$ cat src/rtl/ifq_pkg.sv
package ifq_pkg;

  typedef logic [15:0] hword_t;
  typedef logic [1:0]  ilen_t;

  // Instruction length from the head halfword
  function automatic ilen_t len_of_head(hword_t h);
    if (h[15:13] == 3'b111 && h[12]) return 2'd3;
    else if (h[15:14] == 2'b11)      return 2'd2;
    else                             return 2'd1;
  endfunction

  // Slots neither occupied nor promised to a live in-flight word
  function automatic int unsigned free_slots(int unsigned depth,
                                             int unsigned held,
                                             int unsigned live);
    if (held + 2 * live >= depth) return 0;
    else                          return depth - held - 2 * live;
  endfunction

endpackage

$ cat src/rtl/ifq_len_decode.sv
module ifq_len_decode
  import ifq_pkg::*;
(
  input  hword_t head,
  output ilen_t  len
);
  assign len = len_of_head(head);

  always_comb begin
    AST_LEN_NONZERO: assert (len != 2'd0);
  end
endmodule

$ cat src/rtl/ifq_hw_ring.sv
module ifq_hw_ring
  import ifq_pkg::*;
#(
  parameter  int Q_DEPTH = 8,
  localparam int PW      = $clog2(Q_DEPTH),
  localparam int CW      = $clog2(Q_DEPTH + 1)
) (
  input  logic          clk,
  input  logic          rst_n,
  input  logic          flush,
  input  logic [1:0]    wr_cnt,
  input  hword_t        wr_d0,
  input  hword_t        wr_d1,
  input  logic [1:0]    rd_cnt,
  output logic [CW-1:0] count,
  output hword_t        peek0,
  output hword_t        peek1,
  output hword_t        peek2
);
  hword_t          slot [Q_DEPTH];
  logic [PW-1:0]   rd_ptr, wr_ptr;
  logic [PW-1:0]   wr_ptr_nx;
  logic [CW-1:0]   held;

  assign wr_ptr_nx = wr_ptr + PW'(1);
  assign count     = held;
  assign peek0     = slot[rd_ptr];
  assign peek1     = slot[rd_ptr + PW'(1)];
  assign peek2     = slot[rd_ptr + PW'(2)];

  always_ff @(posedge clk) begin
    if (!rst_n) begin
      rd_ptr <= '0;
      wr_ptr <= '0;
      held   <= '0;
    end else if (flush) begin
      rd_ptr <= '0;
      wr_ptr <= '0;
      held   <= '0;
    end else begin
      wr_ptr <= wr_ptr + PW'(wr_cnt);
      rd_ptr <= rd_ptr + PW'(rd_cnt);
      held   <= held + CW'(wr_cnt) - CW'(rd_cnt);
    end
  end

  always_ff @(posedge clk) begin
    if (!flush) begin
      if (wr_cnt != 2'd0) slot[wr_ptr]    <= wr_d0;
      if (wr_cnt == 2'd2) slot[wr_ptr_nx] <= wr_d1;
    end
  end

  AST_NO_OVERFLOW: assert property (@(posedge clk) disable iff (!rst_n) !flush |-> (32'(held) + 32'(wr_cnt)) <= (32'(Q_DEPTH) + 32'(rd_cnt)));
  AST_NO_UNDERFLOW: assert property (@(posedge clk) disable iff (!rst_n) !flush |-> 32'(rd_cnt) <= 32'(held));
endmodule

$ cat src/rtl/ifq_fetch_ctl.sv
module ifq_fetch_ctl
  import ifq_pkg::*;
#(
  parameter  int               ADDR_W       = 32,
  parameter  int               Q_DEPTH      = 8,
  parameter  int               MAX_INFLIGHT = 2,
  parameter  logic [ADDR_W-1:0] BOOT_ADDR   = '0,
  localparam int               CW           = $clog2(Q_DEPTH + 1),
  localparam int               OW           = $clog2(MAX_INFLIGHT + 1)
) (
  input  logic              clk,
  input  logic              rst_n,
  input  logic              redirect,
  input  logic [ADDR_W-1:1] redirect_hw,
  input  logic              req_ack,
  input  logic              rsp_valid,
  input  logic [31:0]       rsp_data,
  input  logic [CW-1:0]     q_count,
  output logic              req_valid,
  output logic [ADDR_W-1:0] req_addr,
  output logic [1:0]        wr_cnt,
  output hword_t            wr_d0,
  output hword_t            wr_d1,
  output logic              rsp_dropped
);
  logic [ADDR_W-1:0] fa;
  logic [OW-1:0]     out_cnt, stale_cnt, live_cnt;
  logic              skip_lo;
  logic              room_ok, accept, rsp_kept;
  logic              armed;

  assign live_cnt    = out_cnt - stale_cnt;
  assign room_ok     = free_slots(Q_DEPTH, 32'(q_count), 32'(live_cnt)) >= 32'd2;
  assign req_valid   = room_ok && (32'(out_cnt) < MAX_INFLIGHT);
  assign req_addr    = fa;
  assign accept      = req_valid && req_ack;

  assign rsp_dropped = rsp_valid && (redirect || stale_cnt != '0);
  assign rsp_kept    = rsp_valid && !rsp_dropped;
  assign wr_cnt      = !rsp_kept ? 2'd0 : (skip_lo ? 2'd1 : 2'd2);
  assign wr_d0       = skip_lo ? rsp_data[31:16] : rsp_data[15:0];
  assign wr_d1       = rsp_data[31:16];

  always_ff @(posedge clk) begin
    if (!rst_n) begin
      fa        <= {BOOT_ADDR[ADDR_W-1:2], 2'b00};
      out_cnt   <= '0;
      stale_cnt <= '0;
      skip_lo   <= 1'b0;
      armed     <= 1'b0;
    end else begin
      armed   <= 1'b1;
      out_cnt <= out_cnt + OW'(accept) - OW'(rsp_valid);
      if (redirect) begin
        fa        <= {redirect_hw[ADDR_W-1:2], 2'b00};
        stale_cnt <= out_cnt + OW'(accept) - OW'(rsp_valid);
        skip_lo   <= redirect_hw[1];
      end else begin
        if (accept) fa <= fa + ADDR_W'(4);
        if (rsp_valid && stale_cnt != '0) stale_cnt <= stale_cnt - OW'(1);
        if (rsp_kept) skip_lo <= 1'b0;
      end
    end
  end

  AST_OUT_LIMIT: assert property (@(posedge clk) disable iff (!rst_n) 32'(out_cnt) <= MAX_INFLIGHT);
  AST_RSP_HAS_OWNER: assert property (@(posedge clk) disable iff (!rst_n) rsp_valid |-> out_cnt != '0);
  AST_STALE_BOUND: assert property (@(posedge clk) disable iff (!rst_n) stale_cnt <= out_cnt);
  AST_SEQ_ADDR: assert property (@(posedge clk) disable iff (!rst_n) (armed && req_valid && $past(accept && !redirect)) |-> req_addr == $past(req_addr) + ADDR_W'(4));
  AST_REDIRECT_TARGET: assert property (@(posedge clk) disable iff (!rst_n) (armed && $past(redirect)) |-> req_addr == {$past(redirect_hw[ADDR_W-1:2]), 2'b00});
endmodule

$ cat src/rtl/hw_prefetch_queue.sv
module hw_prefetch_queue
  import ifq_pkg::*;
#(
  parameter int                ADDR_W       = 32,
  parameter int                Q_DEPTH      = 8,
  parameter int                MAX_INFLIGHT = 2,
  parameter logic [ADDR_W-1:0] BOOT_ADDR    = '0
) (
  input  logic              clk,
  input  logic              rst_n,
  output logic              fe_req_valid,
  output logic [ADDR_W-1:0] fe_req_addr,
  input  logic              fe_req_ack,
  input  logic              fe_rsp_valid,
  input  logic [31:0]       fe_rsp_data,
  input  logic              redirect_valid,
  input  logic [ADDR_W-1:1] redirect_addr,
  output logic              dec_valid,
  output logic [1:0]        dec_len,
  output logic [15:0]       dec_hw0,
  output logic [15:0]       dec_hw1,
  output logic [15:0]       dec_hw2,
  input  logic              dec_take
);
  localparam int CW = $clog2(Q_DEPTH + 1);

  logic [CW-1:0] queue_count;
  logic [1:0]    wr_cnt, rd_cnt;
  hword_t        wr_d0, wr_d1;
  hword_t        head0, head1, head2;
  ilen_t         head_len;
  logic          instr_taken;
  logic          fetch_drop;

  ifq_fetch_ctl #(
    .ADDR_W(ADDR_W), .Q_DEPTH(Q_DEPTH),
    .MAX_INFLIGHT(MAX_INFLIGHT), .BOOT_ADDR(BOOT_ADDR)
  ) u_fetch (
    .clk(clk), .rst_n(rst_n),
    .redirect(redirect_valid), .redirect_hw(redirect_addr),
    .req_ack(fe_req_ack), .rsp_valid(fe_rsp_valid), .rsp_data(fe_rsp_data),
    .q_count(queue_count),
    .req_valid(fe_req_valid), .req_addr(fe_req_addr),
    .wr_cnt(wr_cnt), .wr_d0(wr_d0), .wr_d1(wr_d1),
    .rsp_dropped(fetch_drop)
  );

  ifq_hw_ring #(.Q_DEPTH(Q_DEPTH)) u_ring (
    .clk(clk), .rst_n(rst_n), .flush(redirect_valid),
    .wr_cnt(wr_cnt), .wr_d0(wr_d0), .wr_d1(wr_d1),
    .rd_cnt(rd_cnt), .count(queue_count),
    .peek0(head0), .peek1(head1), .peek2(head2)
  );

  ifq_len_decode u_len (.head(head0), .len(head_len));

  assign dec_valid   = 32'(queue_count) >= 32'(head_len);
  assign dec_len     = head_len;
  assign dec_hw0     = head0;
  assign dec_hw1     = head1;
  assign dec_hw2     = head2;
  assign instr_taken = dec_valid && dec_take && !redirect_valid;
  assign rd_cnt      = instr_taken ? head_len : 2'd0;

  AST_BUBBLE_AFTER_FLUSH: assert property (@(posedge clk) disable iff (!rst_n) redirect_valid |=> !dec_valid);
  AST_TAKE_NEEDS_VALID: assert property (@(posedge clk) disable iff (!rst_n) dec_take |-> dec_valid);
  AST_HOLD_UNTAKEN: assert property (@(posedge clk) disable iff (!rst_n) (dec_valid && !dec_take && !redirect_valid) |=> (dec_valid && $stable(dec_hw0) && $stable(dec_len)));
  AST_DROP_NO_GROWTH: assert property (@(posedge clk) disable iff (!rst_n) fetch_drop |=> queue_count <= $past(queue_count));
endmodule

$ cat config.mk
export PLATFORM = sky130hd
export DESIGN_NAME = hw_prefetch_queue
export DESIGN_NICKNAME = d
export VERILOG_FILES = /design/src/rtl/ifq_pkg.sv /design/src/rtl/ifq_len_decode.sv /design/src/rtl/ifq_hw_ring.sv /design/src/rtl/ifq_fetch_ctl.sv /design/src/rtl/hw_prefetch_queue.sv
export SDC_FILE = /design/constraint.sdc
export NUM_CORES = 1
export LEC_CHECK = 0
export BUFFER_PORTS_ARGS = -buffer_cell sky130_fd_sc_hd__buf_2
export CAP_MARGIN = 10
export CORE_ASPECT_RATIO = 0.9
export CORE_UTILIZATION = 60
export CTS_BUF_LIST = sky130_fd_sc_hd__clkbuf_4 sky130_fd_sc_hd__clkbuf_8
export CTS_CLUSTER_DIAMETER = 60
export DETAILED_ROUTE_END_ITERATION = 10
export HOLD_SLACK_MARGIN = 0.15
export PLACE_DENSITY_LB_ADDON = 0.12
export SKIP_LAST_GASP = 1
export SLEW_MARGIN = 20
export SYNTH_ARGS = -nofsm -noshare
export SYNTH_HDL_FRONTEND = slang
export SYNTH_SLANG_ARGS = --single-unit
$ cat constraint.sdc
create_clock -name clk -period 5.1 [get_ports clk]
set_clock_uncertainty 0.1 [all_clocks]
set_input_delay 0.51 -clock clk [delete_from_list [all_inputs] [get_ports clk]]
set_output_delay 0.51 -clock clk [all_outputs]
set_load 0.01 [all_outputs]
==> results of run 1 <==
## cells by family after synthesis
group	count (synthesis)	share of synthesized area, %
AOI/OAI and AO/OA	241	12.2
and+or+nand+nor	246	10.7
DFF	173	43.5
other	1	0.0344
adders and majority gates	33	4.20
muxes	161	23.5
buffers and inverters	123	4.53
xor gates and xnor gates	16	1.41
## state kept, by name (all words and copies together) (netlist names)
register,flops
u_fetch.req_addr,30
u_ring.count,4
u_ring.slot,128
u_fetch.skip_lo,1
u_ring.rd_ptr,3
u_ring.wr_ptr,3
u_fetch.stale_cnt,2
u_fetch.out_cnt,2
## cell type report
| cell class | instances | share of cell area, % |
|---|---|---|
| inverter | 34 | 1.04 |
| antenna | 1 | 0.0204 |
| timing repair buffer | 179 | 8.06 |
| clock buffer | 18 | 1.97 |
| sequential | 173 | 38.8 |
| tap | 240 | 2.45 |
| multi-input combinational | 699 | 46.7 |
| clock inverter | 14 | 0.970 |
## power groups by stage
stage / clock (mW) / combinational [mW] / sequential (mW)
floorplan: 0 / 0.922 / 1.70
global placement: 0 / 1.23 / 1.72
detailed placement: 0 / 1.29 / 1.72
CTS: 0.922 / 1.29 / 1.69
global route: 0.975 / 1.44 / 1.70
finish: 0.917 / 1.29 / 1.69
## worst max-delay path, delay by kind of cell, from the launching register on
kind | cells | cell delay (ns)
buffers and inverters | 2 | 0.13
xor gates and xnor gates | 1 | 0.13
AOI/OAI and AO/OA | 4 | 0.60
and+or+nand+nor | 5 | 0.63
DFF | 1 | 0.59
adders and majority gates | 3 | 1.11
muxes | 2 | 0.88
## through the flow
stage	hold slack, ns	total power [mW]	area [µm²]	util, %
after floorplan	0.412	2.62	10900	-
after global placement	0.389	2.95	11900	67.0
after detailed placement	0.402	3.01	11900	67.0
after CTS	0.205	3.91	12200	69.0
after global routing	0.212	4.12	12300	69.1
final	0.221	3.90	12300	69.1
## cell usage in the layout (no fill, tap or decap), drive strengths merged, types with 27 or more instances in the layout
cell,instances
buf,179
nor2,142
a21oi,135
edfxtp,128
mux2,76
mux4,68
o21ai,46
dfxtp,45
inv,36
a31oi,28
ha,27
## layer usage
metal  GRT usage, %  vias up  part of all wire [%]
met5              0        -                 0.078
met4           10.1        4                   1.9
met3           6.39       51                   9.7
met2           50.7      438                    48
met1           42.2     4159                    40
li1               -     3973                     -
## path summary, 6_finish.rpt
kind	from	to	slack [ns]
max	u_ring.rd_ptr[0]	u_ring.count[3]	0.78
min	redirect_addr[2]	u_fetch.req_addr[2]	0.22
min reg2reg	u_fetch.req_addr[31]	u_fetch.req_addr[31]	0.41
max reg2reg	u_ring.rd_ptr[0]	u_ring.count[3]	0.78
==> summary.md, run 1 <==
| Metric | Value |
|---|---|
| Worst min path class | `primary input to flip-flop` |
| Crit. End Element | `flip-flop` |
| Site Rows | `46` |
| Post-synth EDFFs | `between 100 and 150` |
| WL final | `28,200 µm` |
| Avg Cell Area, Syn | `about 11 µm²` |
| Yosys reg bits | `approximately 170` |
| Internal cell power | `~2.6 mW` |
| Vias in the first global route | `~8,000` |
| Final WS setup | `between 0.7 and 0.8 ns` |
| Die W | `approximately 140 µm` |
| PortBufs | `150` |
| Max Slew Vio Count | `0` |
| Slew @ Worst Pin | `between 1 and 1.5 ns` |
| Flop pwr share | `a little over two fifths` |
| Max Freq | `roughly 230 MHz` |
| Gr usage total | `between 30% and 40%` |
| Finished Layout Cells | `about 1,400` |
| Arr. time, crit path | `4.57 ns` |
| Asr flop ratio synth | `0%` |
| Clock slew at reported path FFs | `about 0.090 ns` |
| Top Ports | `roughly 150` |
| Die area | `18,700 µm²` |
| Ys flop type | `edfxtp_1` |
| Max VDD drop | `approximately 0.2 mV` |
| Area added between synthesis and finish | `12.4%` |
| Clk root buf | `clkbuf_8` |
| Fin Setup TNS | `0 ns` |
| Total grt overflow | `0` |
| Sw Share | `33.5%` |
| Setup WS pre-CTS | `roughly 0.82 ns` |
| Slowest stage delay, CP | `~0.59 ns` |
| Power Dens Cells | `~320 nW/µm²` |
| Wire length per cell | `~21 µm` |
| Slew margin rel. | `a little under a third` |
| Setup Fix Bufs, Post-CTS | `0` |
| Core area | `between 15,000 and 20,000 µm²` |
| DRC | `0` |
| Routed vias | `approximately 8,600` |
| Switching pwr | `roughly 1.3 mW` |
| Routed Antenna Nets | `0` |
| Post-Syn Area | `approximately 11,000 µm²` |
| Final net count | `~1,200` |
| Synth top area cells | `edfxtp_1 35%, mux4_2 14%, dfxtp_1 8.3%` |
| First-pass GRT wire length | `~43,000 µm` |
| Cells after DPL | `approximately 1,300` |
| Seq. cell area | `about 4700 µm²` |
| Num CTS Buffers | `17` |
| Fraction of layout cells with a size suffix above 1 | `between 30% and 40%` |
| Max-cap violation count | `0` |
| Leak | `4.43 nW` |
| Critical Path RT | `roughly 5.4 ns` |
| Clk buf depth | `2` |
| Number of fill cells | `between 1,000 and 1,500` |
| DP HPWL | `18,400 µm` |
| Mapped Cells | `994` |
| H-tree depth | `4` |
| Final setup viols | `0` |
| Critical-path top delay cell | `dfxtp_4` |
| Cells on worst reg2reg path | `17` |
| Setup CP Type | `flip-flop to flip-flop` |
| Status | `finished, final reports clean` |
| Post-synth top area share | `35.3%` |
| CTS Hold Buffers Added | `0` |
| Starting Density | `between 60 and 70%` |
| YS warnings | `0` |
| Gate power share | `between 30 and 40%` |
| Multi-input gate area | `~5700 µm²` |
| Initial DRC Count | `roughly 850` |
| Clock Latency Late Sink | `0.47 ns` |
| Most frequent cells after synthesis | `142 x nor2_1, 135 x a21oi_1, 128 x edfxtp_1, 76 x mux2_2, 68 x mux4_2` |
| Sequential area share after synthesis | `a little over two fifths` |
| RSZ-0062 raised after global routing | `false` |
| CTS sink cnt | `173` |
| Post-CTS resize count | `0` |
| Most frequent cell after synthesis | `nor2_1` |
| Drt via density | `~6.4` |
| DIE HEIGHT | `~130 µm` |
| Hold depth | `3` |
| Cell Chain, Critical Path | `mux2_2 > mux4_2 > nand2_1 > nand2_1 > ha_1 > nand2b_1 > a21oi_1 > o21ai_0 > nand4_1 > inv_1 > fa_1 > inv_1 > ha_1 > a21o_1 > a21oi_1 > xnor2_1 > nor2_1` |
| Routability cong. | `slightly below 0.9` |
| Synth unique cells | `51` |
| Initial antenna violation count | `2` |
| CTS tree | `done` |
| Largest net degree at the start of global routing | `64` |
| CP Launch Type | `flip-flop` |
| Clock power frac | `between 20% and 30%` |
| Crit path time final | `approximately 4.3 ns` |
| Critical path fanouts, max | `25` |
| TritonRoute pass-1 iters | `6` |
| Final hold vios | `0` |
| Tcrit/Tclk final | `between 80% and 90%` |
| Post-synth top area cell | `edfxtp_1` |
(Power assumes the default switching activity.)
==> run 2, diff against run 1 <==
--- a/config.mk
+++ b/config.mk
@@ -5,10 +5,11 @@
 export SDC_FILE = /design/constraint.sdc
 export NUM_CORES = 1
 export LEC_CHECK = 0
+export ABC_AREA = 1
 export BUFFER_PORTS_ARGS = -buffer_cell sky130_fd_sc_hd__buf_2
 export CAP_MARGIN = 10
 export CORE_ASPECT_RATIO = 0.9
-export CORE_UTILIZATION = 60
+export CORE_UTILIZATION = 61
 export CTS_BUF_LIST = sky130_fd_sc_hd__clkbuf_4 sky130_fd_sc_hd__clkbuf_8
 export CTS_CLUSTER_DIAMETER = 60
 export DETAILED_ROUTE_END_ITERATION = 10
==> constraint.sdc (replaced) <==
create_clock -name clk -period 4.4 [get_ports clk]
set_clock_uncertainty 0.1 [all_clocks]
set_input_delay 0.44 -clock clk [delete_from_list [all_inputs] [get_ports clk]]
set_output_delay 0.44 -clock clk [all_outputs]
set_load 0.01 [all_outputs]
==> summary.md, run 2 <==
| Metric | Value |
|---|---|
| Synth unique cells | `41 (-20%)` |
| Post-CTS resize count | `0 (unchanged)` |
| Arr. time, crit path | `4.22 ns (-0.35 ns)` |
| Synth Area in Adders | `3.88% (-0.32 points)` |
| CTS sink cnt | `173 (unchanged)` |
| Status | `finished, final reports clean` |
| Clk root buf | `clkbuf_8` |
| Die W | `149 µm (+3.1%)` |
| Core area | `18,600 µm² (+5.2%)` |
| Worst min path class | `primary input to flip-flop` |
| Post-synth top area share | `32.6% (-2.7 points)` |
| Site Rows | `47 (+2.2%)` |
| Sequential area share after synthesis | `40.2% (-3.3 points)` |
| Most frequent cells after synthesis | `531 x nand2_1, 243 x o21ai_0, 128 x edfxtp_1, 118 x inv_1, 105 x nor2_1` |
| Leak | `4.97 nW (+12%)` |
| Final net count | `1,812 (+50%)` |
| Setup WS pre-CTS | `0.447 ns (-0.370 ns)` |
| Total grt overflow | `0 (unchanged)` |
| Routed vias | `11,400 (+32%)` |
| H-tree depth | `4 (unchanged)` |
| Commonest cells after routing, fill and taps aside | `531 x nand2_1, 243 x o21ai_0, 150 x buf_2, 128 x edfxtp_1, 118 x inv_1` |
| Post-synth EDFFs | `128 (unchanged)` |
| Drt via density | `5.80 (-8.7%)` |
| Max Freq | `253 MHz (+9.4%)` |
| Largest net degree at the start of global routing | `106 (+66%)` |
| Slew @ Worst Pin | `1.01 ns (-0.0224 ns)` |
| Most frequent cell after synthesis | `nand2_1` |
| Compound-gate portion of the synthesized area | `17.5% (+5.3 points)` |
| Critical path fanouts, max | `25 (unchanged)` |
| Commonest non-fill, non-tap cell in the layout | `nand2_1` |
| DIE HEIGHT | `134 µm (+3.1%)` |
| Grt met3 use | `13.1% (+6.7 points)` |
| XOR/XNOR Fraction of Synth Area | `1.26% (-0.15 points)` |
| M1 GR Usage | `50.1% (+7.9 points)` |
| TritonRoute pass-1 iters | `8 (+2)` |
| Final WS setup | `0.446 ns (-0.330 ns)` |
| Tcrit/Tclk final | `89.9% (+5.1 points)` |
| Flip-flop count of the largest register after layout | `128 (unchanged)` |
| Initial antenna violation count | `1 (-1)` |
| Busiest grt layer | `met1` |
| Fraction of layout cells with a size suffix above 1 | `14.7% (-19 points)` |
| Critical Path RT | `4.67 ns (-0.68 ns)` |
| Clk buf depth | `2 (unchanged)` |
| Routability cong. | `0.884 (+1.7%)` |
| Clock slew at reported path FFs | `0.10 ns (about the same)` |
| Avg Cell Area, Syn | `7.24 µm² (-34%)` |
| Final hold vios | `0 (unchanged)` |
| Wire length per cell | `17.2 µm (-17%)` |
| Final setup viols | `0 (unchanged)` |
| Vias in the first global route | `9,800 (+23%)` |
| First-pass GRT wire length | `52,100 µm (+21%)` |
| Top Ports | `153 (unchanged)` |
| YS warnings | `0 (unchanged)` |
| Post-synth top area cell | `edfxtp_1` |
| Largest family of logic cells by synthesized area | `simple AND/OR/NAND/NOR gates` |
| Post-Synth Simple-Gate Area | `26.6% (+16 points)` |
| Mapped Cells | `1,629 (+64%)` |
| DP HPWL | `24,000 µm (+30%)` |
| Asr flop ratio synth | `0% (unchanged)` |
| Fin Setup TNS | `0 ns (unchanged)` |
| Setup Fix Bufs, Post-CTS | `0 (unchanged)` |
| CP Launch Type | `flip-flop` |
| Max Slew Vio Count | `0 (unchanged)` |
| DRC | `0 (unchanged)` |
| Post-Syn Area | `11,800 µm² (+8.1%)` |
| Routed Antenna Nets | `0 (unchanged)` |
| Power Dens Cells | `360 nW/µm² (+13%)` |
| Yosys reg bits | `173 (unchanged)` |
| Clock Latency Late Sink | `0.49 ns (+0.02 ns)` |
| CTS tree | `done` |
| Max VDD drop | `0.228 mV (+13%)` |
| Gr usage total | `34.5% (+3.3 points)` |
| RSZ-0062 raised after global routing | `false` |
| GR met2 Demand/Resource | `48.6% (-2.1 points)` |
| Setup CP Type | `flip-flop to flip-flop` |
| Starting Density | `63.3% (+1.7 points)` |
| Number of fill cells | `1,566 (+12%)` |
| Slew margin rel. | `32.7% (+1.5 points)` |
| Max-cap violation count | `0 (unchanged)` |
| Num CTS Buffers | `17 (unchanged)` |
| Synth top area cells | `edfxtp_1 33%, nand2_1 17%, o21ai_0 10%` |
| Crit. End Element | `flip-flop` |
| Ys flop type | `edfxtp_1` |
| Initial DRC Count | `1,321 (+56%)` |
| WL final | `33,800 µm (+20%)` |
| Area added between synthesis and finish | `9.30%` |
| Top reg by flops | `u_ring.slot` |
| PortBufs | `150 (unchanged)` |
| Mux contribution to synthesized area | `1.44% (-22 points)` |
| Die area | `19,900 µm² (+6.3%)` |
| Crit path time final | `3.95 ns (-0.370 ns)` |
==> run 2: cells by family (layout without fill, tap and decap cells) <==
logic type / Yosys count / after routing
fa+ha+maj: 33 / 33
buf+inv: 243 / 336
compound gates: 386 / 386
other cells: 1 / 3
simple gates: 759 / 759
xor+xnor: 17 / 17
flops: 173 / 173
mux: 17 / 17
==> run 2: metrics by stage <==
step                utilization [%]  cells  hold slack (ns)  area (µm²)  total power [mW]
floorplan                         -   1630            0.395       11800              3.06
global placement               66.8   1935            0.406       12500              3.43
CTS                            69.1   1968            0.162       12900              4.62
finish                         69.1   1969            0.174       12900              4.64
detailed placement             66.8   1935            0.422       12500              3.47
global route                   69.1   1968            0.188       12900              4.91
==> run 2: per-layer routing <==
| layer | wire length, µm | vias to the layer above |
|---|---|---|
| met5 | 0 | - |
| met4 | 386 | 0 |
| met3 | 5270 | 37 |
| met2 | 13900 | 612 |
| met1 | 14300 | 5183 |
| li1 | - | 5588 |
==> run 2: layout make-up <==
type                       count  area (µm²)  area share (%)
tap                          245         307            2.38
multi-input combinational   1214        5990            46.5
sequential                   173        4750            36.8
clock inverter                15         181            1.41
inverter                     130         488            3.79
antenna                        1        2.50          0.0194
timing repair buffer         174         933            7.24
clock buffer                  17         234            1.82
==> run 2: power breakdown <==
group | internal (mW) | switching (mW)
Clock | 0.524 | 0.658
Sequential | 1.87 | 0.105
Combinational | 0.533 | 0.947
==> run 2: final timing paths <==
path	from	endpoint	slack, ns	depth (start not counted)
worst max-delay path	u_ring.rd_ptr[2]	u_ring.count[3]	0.45	22
worst min register to register	u_fetch.req_addr[31]	u_fetch.req_addr[31]	0.44	2
worst max register to register	u_ring.rd_ptr[2]	u_ring.count[3]	0.45	22
worst min-delay path	redirect_addr[27]	u_fetch.req_addr[27]	0.17	5
==> run 2: timing repair <==
item,CTS,global route
endpoints found under the hold margin,2,0
hold buffers,1,0
endpoints found under the setup margin,0,0
==> run 2: critical path, cell delays in order, from the launching register on <==
cell and delay (ns):
dfxtp_1 0.51, inv_1 0.09, nor2_2 0.24, buf_4 0.33, nand2_1 0.08, nand4_1 0.12
nand2_1 0.11, nand2_1 0.10, ha_1 0.23, inv_1 0.06, nand2_1 0.04, a21oi_1 0.11
o21ai_0 0.11, nand3_1 0.11, nor2_1 0.08, fa_1 0.56, inv_1 0.06, ha_1 0.28
nand2_1 0.06, nor2_1 0.04, a211oi_1 0.22, nand2_1 0.07, nor3b_1 0.14
==> run 3, diff against run 2 <==
--- a/config.mk
+++ b/config.mk
@@ -9,10 +9,11 @@
 export BUFFER_PORTS_ARGS = -buffer_cell sky130_fd_sc_hd__buf_2
 export CAP_MARGIN = 10
 export CORE_ASPECT_RATIO = 0.9
-export CORE_UTILIZATION = 61
+export CORE_UTILIZATION = 45
 export CTS_BUF_LIST = sky130_fd_sc_hd__clkbuf_4 sky130_fd_sc_hd__clkbuf_8
 export CTS_CLUSTER_DIAMETER = 60
 export DETAILED_ROUTE_END_ITERATION = 10
+export GPL_TIMING_DRIVEN = 0
 export HOLD_SLACK_MARGIN = 0.15
 export PLACE_DENSITY_LB_ADDON = 0.12
 export SKIP_LAST_GASP = 1
==> summary.md, run 3 (synthesis results as in run 2) <==
| Metric | Value |
|---|---|
| Status | `finished, final reports clean` |
| Max VDD drop | `0.179 mV (-21%)` |
| Top Ports | `153 (unchanged)` |
| Initial antenna violation count | `0 (-1)` |
| Final setup viols | `0 (unchanged)` |
| Largest net degree at the start of global routing | `19 (-82%)` |
| RSZ-0062 raised after global routing | `false` |
| Setup WS pre-CTS | `-0.0300 ns (-0.477 ns)` |
| Gr usage total | `31.2% (-3.2 points)` |
| Total grt overflow | `0 (unchanged)` |
| Vias in the first global route | `10,700 (+9.3%)` |
| TritonRoute pass-1 iters | `6 (-2)` |
| Top layer in use | `met4` |
| Setup Fix Bufs, Post-CTS | `0 (unchanged)` |
| Cells after DPL | `2,113 (+9.2%)` |
| Crit-path most repeated cell | `nand2_1` |
| Max-cap violation count | `0 (unchanged)` |
| Top reg by flops | `u_ring.slot` |
| Starting Density | `46.3% (-17 points)` |
| Finished Layout Cells | `2,146 (+9.0%)` |
| Max Freq | `244 MHz (-3.6%)` |
| CTS sink cnt | `173 (unchanged)` |
| Final hold vios | `0 (unchanged)` |
| WL final | `42,300 µm (+25%)` |
| DIE HEIGHT | `156 µm (+16%)` |
| Number of fill cells | `2,552 (+63%)` |
| CP Launch Type | `flip-flop` |
| Tcrit/Tclk final | `93.3% (+3.4 points)` |
| Slew margin rel. | `34.6% (+1.9 points)` |
| Worst min path class | `primary input to flip-flop` |
| Drt via density | `5.63 (-3.0%)` |
| CTS tree | `done` |
| Die W | `173 µm (+16%)` |
| Power Dens Cells | `355 nW/µm² (-1.5%)` |
| Arr. time, crit path | `4.36 ns (+0.14 ns)` |
| Wire length per cell | `19.7 µm (+15%)` |
| Slew @ Worst Pin | `0.953 ns (-0.0548 ns)` |
| Seq. cell area | `4750 µm² (about the same)` |
| DP HPWL | `33,300 µm (+39%)` |
| Core area | `25,500 µm² (+37%)` |
| Area added between synthesis and finish | `14.2%` |
| Num CTS Buffers | `17 (unchanged)` |
| Antenna cells | `0 (-1)` |
| Final WS setup | `0.297 ns (-0.149 ns)` |
| Metal3 WL | `5390 µm (+2.3%)` |
| Initial DRC Count | `1,253 (-5.1%)` |
| Multi-input gate area | `6060 µm² (+1.1%)` |
| Leak | `5.23 nW (+5.3%)` |
| Routed vias | `12,100 (+5.7%)` |
| Slowest stage delay, CP | `0.56 ns (about the same)` |
| Setup CP Type | `flip-flop to flip-flop` |
| Final Core Density | `52.9% (-16 points)` |
| Max Slew Vio Count | `0 (unchanged)` |
| H-tree depth | `4 (unchanged)` |
| DRT met1 WL | `19,100 µm (+34%)` |
| Clock slew at reported path FFs | `0.11 ns (about the same)` |
| Commonest non-fill, non-tap cell in the layout | `nand2_1` |
| Critical-path top delay cell | `fa_1` |
| Die area | `26,900 µm² (+35%)` |
| Clk buf depth | `2 (unchanged)` |
| Critical path fanouts, max | `10 (-60%)` |
| Clock Latency Late Sink | `0.48 ns (about the same)` |
| First-pass GRT wire length | `63,500 µm (+22%)` |
| Flip-flop count of the largest register after layout | `128 (unchanged)` |
| Routability cong. | `0.972 (+9.9%)` |
| Commonest cells after routing, fill and taps aside | `531 x nand2_1, 235 x o21ai_0, 166 x buf_2, 128 x edfxtp_1, 118 x inv_1` |
| Clk root buf | `clkbuf_8` |
| Crit path time final | `4.10 ns (+0.149 ns)` |
| Crit. End Element | `flip-flop` |
| Final net count | `1,893 (+4.5%)` |
| Cell Chain, Critical Path | `buf_4 > buf_2 > o21ai_0 > nand2_1 > nand4_1 > nand2_1 > nand2_1 > ha_1 > inv_1 > nand2_1 > a21oi_1 > o21ai_2 > nand3_2 > nor2_4 > fa_1 > inv_1 > ha_1 > nand2_1 > nor2_1 > a211oi_2 > nand2_1 > nor3b_1` |
| Routed Antenna Nets | `0 (unchanged)` |
| DRC | `0 (unchanged)` |
| WL met2 | `17,100 µm (+23%)` |
| Fraction of layout cells with a size suffix above 1 | `16.1% (+1.4 points)` |
| PortBufs | `133 (-11%)` |
| Critical Path RT | `4.65 ns (-0.02 ns)` |
| Site Rows | `55 (+17%)` |
-- run 3: cell types whose count changed in the layout (fill, tap and decap cells not counted), moves of 3 or more --
| cell | before | now |
|---|---|---|
| clkbuf_1 | 0 | 45 |
| buf_2 | 150 | 166 |
| buf_6 | 0 | 11 |
| buf_1 | 0 | 9 |
| o21ai_0 | 243 | 235 |
| o22ai_1 | 14 | 6 |
| o22ai_2 | 0 | 8 |
| o21ai_1 | 16 | 22 |
| inv_8 | 1 | 4 |
-- run 3: worst max-delay path: cells and delay by family, from the launching register on --
kind            cells  cell delay (ns)
flops               1             0.36
simple gates       11             1.01
buf+inv             4             0.48
compound gates      4             0.97
fa+ha+maj           3             1.07
-- run 3: what timing repair did --
| item | 4_1_cts | 5_1_grt |
|---|---|---|
| endpoints found under the hold margin | 1 | 0 |
| hold buffers | 1 | 0 |
| setup endpoints to repair | 1 | 2 |
| resized for setup | 2 | 15 |
-- run 3: final timing paths --
path	slack, ns	start	to	depth (start not counted)
hold reg to reg	0.45	u_fetch.out_cnt[1]	u_fetch.out_cnt[1]	1
setup reg to reg	0.30	u_ring.rd_ptr[0]	u_ring.count[3]	22
hold / removal	0.18	redirect_addr[3]	u_fetch.req_addr[3]	5
setup / recovery	0.30	u_ring.rd_ptr[0]	u_ring.count[3]	22
-- run 3: where the power goes --
group          total (mW)  switching (mW)  internal (mW)
Combinational        1.65            1.06          0.591
Sequential           1.98           0.105           1.88
Clock                1.15           0.722          0.430
-- run 3: per-layer routing --
layer	vias to the layer above	GRT usage, %
met5	-	0
li1	5755	-
met4	0	8.25
met1	5555	46.7
met3	57	7.53
met2	707	44.5
-- run 3: area by class of cell --
cell class	count	area share, %
Sequential cell	173	35.3
Tap cell	342	3.18
Multi-Input combinational cell	1214	45.0
Inverter	130	3.62
Timing Repair Buffer	142	5.74
Clock inverter	14	1.08
Buffer	113	4.32
Clock buffer	18	1.79
-- run 3: metrics by stage --
| stage | setup TNS [ns] | area, µm² | hold WS (ns) | power, mW |
|---|---|---|---|---|
| after floorplan | 0 | 11800 | 0.395 | 3.06 |
| after global placement | 0 | 12900 | 0.422 | 3.57 |
| after detailed placement | -0.0300 | 13000 | 0.428 | 3.61 |
| after CTS | 0 | 13400 | 0.156 | 4.73 |
| after global routing | 0 | 13500 | 0.194 | 5.03 |
| final | 0 | 13500 | 0.175 | 4.78 |
